===== src/rtl/frx_pkg.sv =====
package frx_pkg;
  typedef enum logic [2:0] {
    S_WAIT,
    S_IDENT,
    S_LENGTH,
    S_BODY,
    S_SEAL
  } frx_state_e;
endpackage


===== src/rtl/frx_shift.sv =====
module frx_shift #(
  parameter int BYTES = 4
) (
  input  logic               clk,
  input  logic               rst,
  input  logic               clr,
  input  logic               shift_en,
  input  logic [7:0]         in_byte,
  output logic [8*BYTES-1:0] value,
  output logic [8*BYTES-1:0] next_value
);
  localparam int W = 8 * BYTES;

  assign next_value = {value[W-9:0], in_byte};

  always_ff @(posedge clk) begin
    if (rst || clr) value <= '0;
    else if (shift_en) value <= next_value;
  end
endmodule


===== src/rtl/frx_seq.sv =====
module frx_seq
  import frx_pkg::*;
#(
  parameter int         BYTES      = 4,
  parameter logic [7:0] START_CODE = 8'hA5,
  parameter logic [7:0] STOP_CODE  = 8'h5A,
  parameter logic [7:0] EOT_CODE   = 8'h04
) (
  input  logic               clk,
  input  logic               rst,
  input  logic               in_valid,
  input  logic [7:0]         in_byte,
  input  logic [8*BYTES-1:0] len_q,
  input  logic [8*BYTES-1:0] len_next,
  output logic               clr_fields,
  output logic               id_shift,
  output logic               len_shift,
  output logic               hdr_valid,
  output logic               pay_valid,
  output logic [7:0]         pay_byte,
  output logic [8*BYTES-1:0] pay_index,
  output logic               frame_done,
  output logic               frame_err,
  output logic               close_req
);
  localparam int W     = 8 * BYTES;
  localparam int CNT_W = (BYTES > 1) ? $clog2(BYTES) : 1;
  localparam logic [CNT_W-1:0] LAST_CNT = CNT_W'(BYTES - 1);

  frx_state_e       state;
  logic [CNT_W-1:0] cnt;
  logic [W-1:0]     idx;

  assign clr_fields = in_valid && (state == S_WAIT) && (in_byte == START_CODE);
  assign id_shift   = in_valid && (state == S_IDENT);
  assign len_shift  = in_valid && (state == S_LENGTH);

  always_ff @(posedge clk) begin
    if (rst) begin
      state      <= S_WAIT;
      cnt        <= '0;
      idx        <= '0;
      hdr_valid  <= 1'b0;
      pay_valid  <= 1'b0;
      pay_byte   <= '0;
      pay_index  <= '0;
      frame_done <= 1'b0;
      frame_err  <= 1'b0;
      close_req  <= 1'b0;
    end else begin
      hdr_valid  <= 1'b0;
      pay_valid  <= 1'b0;
      frame_done <= 1'b0;
      frame_err  <= 1'b0;
      close_req  <= 1'b0;
      if (in_valid) begin
        case (state)
          S_WAIT: begin
            if (in_byte == START_CODE) begin
              state <= S_IDENT;
              cnt   <= '0;
            end else if (in_byte == EOT_CODE) begin
              close_req <= 1'b1;
            end
          end
          S_IDENT: begin
            if (cnt == LAST_CNT) begin
              state <= S_LENGTH;
              cnt   <= '0;
            end else begin
              cnt <= cnt + 1'b1;
            end
          end
          S_LENGTH: begin
            if (cnt == LAST_CNT) begin
              cnt       <= '0;
              idx       <= '0;
              hdr_valid <= 1'b1;
              state     <= (len_next == '0) ? S_SEAL : S_BODY;
            end else begin
              cnt <= cnt + 1'b1;
            end
          end
          S_BODY: begin
            pay_valid <= 1'b1;
            pay_byte  <= in_byte;
            pay_index <= idx;
            idx       <= idx + 1'b1;
            if (idx == len_q - 1'b1) state <= S_SEAL;
          end
          S_SEAL: begin
            if (in_byte == STOP_CODE) frame_done <= 1'b1;
            else                      frame_err  <= 1'b1;
            state <= S_WAIT;
          end
          default: state <= S_WAIT;
        endcase
      end
    end
  end


  one_event_chk: assert property (@(posedge clk) disable iff (rst)
    $onehot0({hdr_valid, pay_valid, frame_done, frame_err, close_req}));


  strobe_needs_byte_chk: assert property (@(posedge clk) disable iff (rst)
    (hdr_valid || pay_valid || frame_done || frame_err || close_req) |-> $past(in_valid));


  index_in_range_chk: assert property (@(posedge clk) disable iff (rst)
    pay_valid |-> (pay_index < len_q));


  close_between_frames_chk: assert property (@(posedge clk) disable iff (rst)
    close_req |-> $past(state == S_WAIT));


  empty_goes_to_seal_chk: assert property (@(posedge clk) disable iff (rst)
    hdr_valid |-> (state == ((len_q == '0) ? S_SEAL : S_BODY)));


  seal_returns_chk: assert property (@(posedge clk) disable iff (rst)
    (frame_done || frame_err) |-> (state == S_WAIT));
endmodule


===== src/rtl/frame_rx.sv =====
module frame_rx #(
  parameter int         FIELD_BYTES = 4,
  parameter logic [7:0] START_CODE  = 8'hA5,
  parameter logic [7:0] STOP_CODE   = 8'h5A,
  parameter logic [7:0] EOT_CODE    = 8'h04
) (
  input  logic                      clk,
  input  logic                      rst,
  input  logic                      in_valid,
  input  logic [7:0]                in_byte,
  output logic [8*FIELD_BYTES-1:0]  msg_id,
  output logic [8*FIELD_BYTES-1:0]  msg_len,
  output logic                      hdr_valid,
  output logic                      pay_valid,
  output logic [7:0]                pay_byte,
  output logic [8*FIELD_BYTES-1:0]  pay_index,
  output logic                      frame_done,
  output logic                      frame_err,
  output logic                      close_req
);
  localparam int FW = 8 * FIELD_BYTES;

  logic          clr_fields, id_shift, len_shift;
  logic [FW-1:0] id_next, len_next;

  frx_shift #(.BYTES(FIELD_BYTES)) u_id (
    .clk(clk), .rst(rst), .clr(clr_fields), .shift_en(id_shift),
    .in_byte(in_byte), .value(msg_id), .next_value(id_next)
  );

  frx_shift #(.BYTES(FIELD_BYTES)) u_len (
    .clk(clk), .rst(rst), .clr(clr_fields), .shift_en(len_shift),
    .in_byte(in_byte), .value(msg_len), .next_value(len_next)
  );

  frx_seq #(
    .BYTES(FIELD_BYTES), .START_CODE(START_CODE),
    .STOP_CODE(STOP_CODE), .EOT_CODE(EOT_CODE)
  ) u_seq (
    .clk(clk), .rst(rst), .in_valid(in_valid), .in_byte(in_byte),
    .len_q(msg_len), .len_next(len_next),
    .clr_fields(clr_fields), .id_shift(id_shift), .len_shift(len_shift),
    .hdr_valid(hdr_valid), .pay_valid(pay_valid), .pay_byte(pay_byte),
    .pay_index(pay_index), .frame_done(frame_done), .frame_err(frame_err),
    .close_req(close_req)
  );

  logic unused_id_next;
  assign unused_id_next = ^id_next;
endmodule


===== config.mk =====
export PLATFORM = sky130hd
export DESIGN_NAME = frame_rx
export DESIGN_NICKNAME = d
export VERILOG_FILES = /design/src/rtl/frx_pkg.sv /design/src/rtl/frx_shift.sv /design/src/rtl/frx_seq.sv /design/src/rtl/frame_rx.sv
export SDC_FILE = /design/constraint.sdc
export NUM_CORES = 1
export LEC_CHECK = 0
export BUFFER_PORTS_ARGS = -buffer_cell sky130_fd_sc_hd__buf_4
export CAP_MARGIN = 0
export CORE_MARGIN = 2
export CORE_UTILIZATION = 56
export CTS_CLUSTER_DIAMETER = 120
export DETAILED_ROUTE_END_ITERATION = 6
export MAX_ROUTING_LAYER = met4
export PLACE_DENSITY = 0.89
export SYNTH_ARGS = -nofsm -noshare
export SYNTH_HDL_FRONTEND = slang
export SYNTH_SLANG_ARGS = --single-unit

===== constraint.sdc =====
create_clock -name clk -period 2.95 [get_ports clk]
set_clock_uncertainty 0.05 [all_clocks]
set_input_delay 0.1475 -clock clk [delete_from_list [all_inputs] [get_ports clk]]
set_output_delay 0.1475 -clock clk [all_outputs]
set_load 0.005 [all_outputs]

==> implementation parameters, run 1 <==
Parameter                              Value

GRT
  Global route total overflow    0
  Maximum number of pins on one net before global-route repair    55
  Antenna violations before repair    0
  Total routing resource utilization after global routing    30.28%
  Vias in the first global route    6218
  First-pass GRT wire length    30530 um

Worst setup path
  Arrival time reported for the critical path endpoint    3000 ps
  Req. time, crit path    around 3200 ps
  Sort of element at the start of the critical path    flop
  Critical Setup Path Class    reg -> reg
  Crit Path Max Fanout    8
  CP Capture Type    flop

Layout
  Diode insertion count for antenna repair    0
  Area taken by multi-input logic gates    around 3700 um^2
  Fill cells    911
  Count of nets after finishing    1007
  Ratio of cells with drive above 1 in the final layout    20.62%
  FF+latch area    2923 um^2
  Area added between synthesis and finish    26.35%

Timing
  Worst slew margin relative to its limit    55.12%
  Final period util    93.67%
  Final-report hold violation count    0
  Unrepaired setup endpoints after global routing    false
  Aggregate negative setup slack    0 ps
  Transition at the pin with the smallest max-transition slack    672.5 ps
  Number of slew-limit violations in the final report    0
  Crit path time final    2763 ps
  # setup viols final    0
  Final WS setup    186.7 ps
  Highest achievable clock rate    0.3619 GHz
  Worst hold-check slack    57.36 ps

Synthesis
  Synth cell types    between 60 and 70
  Seq cells post-synth    146
  XOR/XNOR share of the synthesized area    between 8 and 9%
  Total nets after synthesis    896
  Mean instance size in the synthesized netlist    7.726 um^2
  Cell type with the largest total area after synthesis    sky130_fd_sc_hd__dfxtp_1
  Adder and majority gate portion of the synthesized area    less than 1%
  Count of synthesis-stage warnings from yosys    0
  Synth cell count leaders    sky130_fd_sc_hd__nand2_1, sky130_fd_sc_hd__dfxtp_1, sky130_fd_sc_hd__a21oi_1
  Cells after synthesis    882
  Main combinational cell family by area after synthesis    simple AND/OR/NAND/NOR gates
  Number of synthesized flops with an enable pin    0
  Post-synthesis cell area    6814 um^2
  Synth async-reset ratio    0%
  Top-count cell post-synth    sky130_fd_sc_hd__nand2_1
  Most instantiated flip-flop cell in the synthesis netlist    sky130_fd_sc_hd__dfxtp_1
  Simple-gate portion of the synthesized area    28.96%
  Leading cell types by total area after synthesis    sky130_fd_sc_hd__dfxtp_1, sky130_fd_sc_hd__nand2_1, sky130_fd_sc_hd__a21oi_1
  Top cell type's share of synthesized area    between 40% and 50%
  Sequential-to-total area share from yosys stat    42.89%
  Share of synthesized area spent on multiplexers    0.7528%
  Share of the synthesized area in compound gates (AO/OA/AOI/OAI)    14.18%

Clock tree
  CTS Sinks    146
  Clk_lat worst skew    420 ps
  Root buffer selected by CTS    sky130_fd_sc_hd__clkbuf_16
  CTS Buffer Depth    2
  Maximum level of the CTS H-tree    4
  Clock-pin slew of the registers on the worst-case setup and hold paths    around 60 ps
  Number of buffers inserted during clock tree synthesis    17
  CTS tree    built

Worst hold path
  Class of the most critical hold timing path    in -> reg

Flow run
  Max capacitance violation total    0

Status
  Result of the run    completed

Placement
  Half-perimeter wire length of the detailed placement result    13080 um
  Input/output buffers    around 120
  Final RePlAce weighted congestion    0.9860
  Setup slack after placement    between 150 and 200 ps

Drt
  Residual antenna-violating net count after detailed routing    0
  Detailed-route via count    6670
  Violation count after the first detailed-routing iteration    a little under 700
  Final routed wire length divided by cell count    16.42 um
  Vias/cell    5.795
  Drt drc    0
  Total iterations of the first detailed-routing run    5
  WL final    around 19000 um

Die
  Area enclosed by the die boundary    roughly 13000 um^2
  DIE HEIGHT    roughly 110 um
  Number of top-level design ports    120
  Die width    114.3 um
  Core area    11960 um^2
  Std cell rows    40
  Starting density of the core    56.97%

Power
  Static leakage    3.370 nW
  PwrDens    657.7 nW/um^2
  Design Power    5.663 mW
  Maximum vdd drop    between 0.6 and 0.7 mV
final cells by class:
class / count / area share, %
Multi-Input combinational cell: 662 / 42.51
Sequential cell: 146 / 33.95
Timing Repair Buffer: 155 / 13.89
Clock buffer: 19 / 5.261
Tap cell: 147 / 2.136
Clock inverter: 11 / 1.773
Inverter: 11 / 0.4796
stage by stage:
step | area, um^2 | cells | utilization [%]
floorplan | 6814 | 882 | -
global placement | 7873 | 1112 | 65.82
detailed placement | 7873 | 1112 | 65.82
CTS | 8558 | 1150 | 71.55
global route | 8610 | 1151 | 71.98
finish | 8610 | 1151 | 71.98
worst max-delay path: stages, from the launching register on:
cell and delay (ps):
sky130_fd_sc_hd__dfxtp_1 310, sky130_fd_sc_hd__inv_1 50, sky130_fd_sc_hd__ha_1 150, sky130_fd_sc_hd__buf_4 160
sky130_fd_sc_hd__nor3b_2 170, sky130_fd_sc_hd__buf_4 150, sky130_fd_sc_hd__nand3_1 160, sky130_fd_sc_hd__or3_1 380
sky130_fd_sc_hd__a31oi_2 270, sky130_fd_sc_hd__o2111ai_1 180, sky130_fd_sc_hd__nor4_2 290, sky130_fd_sc_hd__a21o_1 220
sky130_fd_sc_hd__a211oi_2 80
metal layers:
metal | vias to the layer above | track usage [%] | wire length [um] | share of wire [%]
met1 | 3147 | 39.54 | 8262 | 44
li1 | 3211 | - | - | -
met2 | 279 | 46.59 | 8848 | 47
met3 | 33 | 6.723 | 1449 | 7.7
met5 | - | - | 0 | 0
met4 | 0 | 10.49 | 335 | 1.8
kinds of logic after synthesis:
logic type / after synthesis
and+or+nand+nor: 421
DFF: 146
buffers and inverters: 74
AOI/OAI and AO/OA: 168
xor gates and xnor gates: 65
muxes: 5
adders and majority gates: 3
path summary, 6_finish.rpt:
kind	depth (start not counted)	slack, ps	endpoint	startpoint
max	12	190	u_seq.state[0]	u_len.value[0]
min	3	60	u_seq.close_req	in_valid
max reg2reg	12	190	u_seq.state[0]	u_len.value[0]
min reg2reg	2	400	u_seq.pay_index[13]	u_seq.pay_index[13]
state kept, by name (all words and copies together), names as in the netlist:
| register | flops |
|---|---|
| u_len.value | 32 |
| u_seq.close_req | 1 |
| u_seq.pay_index | 32 |
| u_seq.frame_err | 1 |
| u_seq.idx | 32 |
| u_seq.pay_byte | 8 |
| u_seq.cnt | 2 |
| u_seq.state | 3 |
| u_id.value | 32 |
| u_seq.hdr_valid | 1 |
| u_seq.pay_valid | 1 |
| u_seq.frame_done | 1 |
cell usage in the layout (no fill, tap or decap), types with 13 or more instances in the layout:
cell                        count
sky130_fd_sc_hd__dfxtp_1      146
sky130_fd_sc_hd__clkbuf_16     17
sky130_fd_sc_hd__a21oi_1      122
sky130_fd_sc_hd__o21ai_0       14
sky130_fd_sc_hd__xnor2_1       37
sky130_fd_sc_hd__nand3_1       26
sky130_fd_sc_hd__nand2_1      235
sky130_fd_sc_hd__buf_4        146
sky130_fd_sc_hd__or3_1         13
sky130_fd_sc_hd__nand4_1       16
sky130_fd_sc_hd__xor2_1        28
sky130_fd_sc_hd__nor2_1        56
where the power goes:
part           internal, mW  total, mW  leakage [nW]  switching [mW]
Clock                  1.37       2.20         0.288           0.831
Sequential             2.01       2.06          1.18          0.0445
Combinational         0.573       1.40          1.91           0.828
Total                  3.96       5.66          3.37            1.70
timing repair:
action / CTS / global route
buffers inserted: 0 / 1
endpoints found under the setup margin: 0 / 3
hold buffers: 8 / 0
resized for setup: 0 / 8
hold endpoints to repair: 24 / 0
Power figures use the tool's default switching activity.
==> inputs of run 2 (changes only) <==
- REMOVE_ABC_BUFFERS: default -> 1
==> run 2 against run 1 <==
Final cell count is 0.35% higher. Sequential power hardly changed. Clock power is 9% lower. First-iteration DRC count is 8.1% lower. Utilization is 0.72 points lower. Non-clock buffer count is 2 higher. Combinational power is 4% lower. Critical path depth is 2 lower. Routed wire length is 0.34% lower. Register-to-register slack hardly changed. Global-route usage is 0.20 points higher. Highest routed layer unchanged.
==> implementation parameters, run 2 (synthesized netlist as in run 1, its figures left out) <==
Parameter                              Value

Layout
  Fill cells    903
  Number of standard cells in the final layout excluding fillers    1155
  Commonest cells after routing, fill and taps aside    sky130_fd_sc_hd__nand2_1, sky130_fd_sc_hd__buf_4, sky130_fd_sc_hd__dfxtp_1
  Diode insertion count for antenna repair    0
  Ratio of cells with drive above 1 in the final layout    20.44%
  FF+latch area    2923 um^2
  Area added between synthesis and finish    25.08%
  Area taken by multi-input logic gates    3621 um^2
  Most frequent standard cell in the layout excluding fill and tap cells    sky130_fd_sc_hd__nand2_1
  Count of nets after finishing    1009
  Post-layout instance area    8523 um^2

Timing
  Highest achievable clock rate    around 0.36 GHz
  Aggregate negative setup slack    0 ps
  Number of slew-limit violations in the final report    0
  # setup viols final    0
  Final period util    about 94%
  Worst slew margin relative to its limit    60.77%
  Crit path time final    between 2000 and 3000 ps
  Transition at the pin with the smallest max-transition slack    between 500 and 600 ps
  Final WS setup    181.7 ps
  Unrepaired setup endpoints after global routing    false
  Final-report hold violation count    0

Worst setup path
  CP Capture Type    flop
  Capturing point of the worst reg2reg path    u_seq.state[0]
  Sort of element at the start of the critical path    flop
  Critical Setup Path Class    reg -> reg
  Launch point of the worst reg-to-reg path    u_len.value[1]
  Req. time, crit path    3190 ps
  Cell count of the worst reg-to-reg path    10
  Arrival time reported for the critical path endpoint    approximately 3000 ps
  Register-to-register setup slack    180 ps
  Crit Path Max Fanout    4

Drt
  Violation count after the first detailed-routing iteration    623
  Residual antenna-violating net count after detailed routing    0
  Detailed-route via count    between 6000 and 7000
  Drt drc    0
  Total iterations of the first detailed-routing run    5
  Vias/cell    5.790
  Final routed wire length divided by cell count    16.30 um
  WL final    18830 um

Clock tree
  Maximum level of the CTS H-tree    4
  Clk_lat worst skew    ~430 ps
  Clock-pin slew of the registers on the worst-case setup and hold paths    60 ps
  CTS Sinks    around 150
  CTS tree    built
  Number of buffers inserted during clock tree synthesis    17
  CTS Buffer Depth    2
  Root buffer selected by CTS    sky130_fd_sc_hd__clkbuf_16

Power
  PwrDens    635.1 nW/um^2
  Static leakage    3.342 nW
  Design Power    5.413 mW
  Maximum vdd drop    0.4969 mV

Placement
  Final RePlAce weighted congestion    1.002
  Input/output buffers    119
  Setup slack after placement    204.4 ps
  Cell area after placement    7875 um^2
  Half-perimeter wire length of the detailed placement result    roughly 13000 um
  Placed cell count    1114

Die
  Area enclosed by the die boundary    about 13000 um^2
  Die width    approximately 110 um
  Std cell rows    40
  Number of top-level design ports    120
  DIE HEIGHT    between 100 and 150 um
  Starting density of the core    56.97%
  Core area    11960 um^2

Worst hold path
  Worst hold path endpoint    u_seq.idx[1]
  Class of the most critical hold timing path    in -> reg
  Start point of the worst min-delay path    in_valid
  Cell depth of the worst min-delay path    3

Status
  Result of the run    completed

Flow run
  Max capacitance violation total    0

GRT
  Maximum number of pins on one net before global-route repair    between 50 and 60
  Global route total overflow    0
  Vias in the first global route    6090
  Antenna violations before repair    0
  First-pass GRT wire length    about 30000 um
  Total routing resource utilization after global routing    30.48%
run 2: final cells by class:
| class | instances | share of cell area (%) |
|---|---|---|
| clock inverter | 13 | 1.204 |
| tap | 147 | 2.158 |
| clock buffer | 19 | 5.314 |
| sequential | 146 | 34.29 |
| multi-input combinational | 662 | 42.48 |
| timing repair buffer | 157 | 14.06 |
| inverter | 11 | 0.4844 |
run 2: timing repair:
action | CTS | global route
buffers inserted | 0 | 1
hold endpoints to repair | 25 | 0
hold buffers | 8 | 0
setup endpoints to repair | 0 | 3
resized for setup | 0 | 1
run 2: power by group:
group | total [mW] | internal, mW | switching [mW]
registers | 2.06 | 2.01 | 0.0500
clock network | 2.01 | 1.13 | 0.881
logic | 1.34 | 0.546 | 0.792
total | 5.41 | 3.69 | 1.72
run 2: per-stage QoR:
step / hold WS, ps / util [%]
finish: 26.48 / 71.26
global route: 29.94 / 71.26
CTS: 3.147 / 71.15
detailed placement: 387.4 / 65.84
global placement: 379.1 / 65.84
floorplan: 162.1 / -
run 2: layer usage:
layer  part of all wire [%]  wire length, um  GRT usage (%)
met1                     43             8091          40.27
met2                     47             8864          45.75
met3                    8.0             1498          6.617
met4                    2.0              377          12.03
met5                      0                0              -
run 2: how the worst max path moves through the flow:
stage / slack [ps] / depth (start not counted) / from / end
floorplan: -130 / 4 / u_seq.state[0] / u_id.value[0]
global placement: 260 / 8 / u_len.value[4] / u_seq.state[0]
detailed placement: 200 / 8 / u_len.value[4] / u_seq.state[0]
CTS: 190 / 8 / u_len.value[4] / u_seq.state[0]
global route: 20 / 9 / u_len.value[13] / u_seq.state[0]
finish: 180 / 10 / u_len.value[1] / u_seq.state[0]
run 2: critical path, cell delays in order (launching register included):
cell                        delay (ps)
sky130_fd_sc_hd__dfxtp_1           310
sky130_fd_sc_hd__inv_1              60
sky130_fd_sc_hd__ha_1              170
sky130_fd_sc_hd__nor3b_1           470
sky130_fd_sc_hd__nand3_1           250
sky130_fd_sc_hd__or3_1             360
sky130_fd_sc_hd__a31oi_1           200
sky130_fd_sc_hd__o2111ai_1         150
sky130_fd_sc_hd__nor4_2            330
sky130_fd_sc_hd__a21o_1            220
sky130_fd_sc_hd__a211oi_2           70
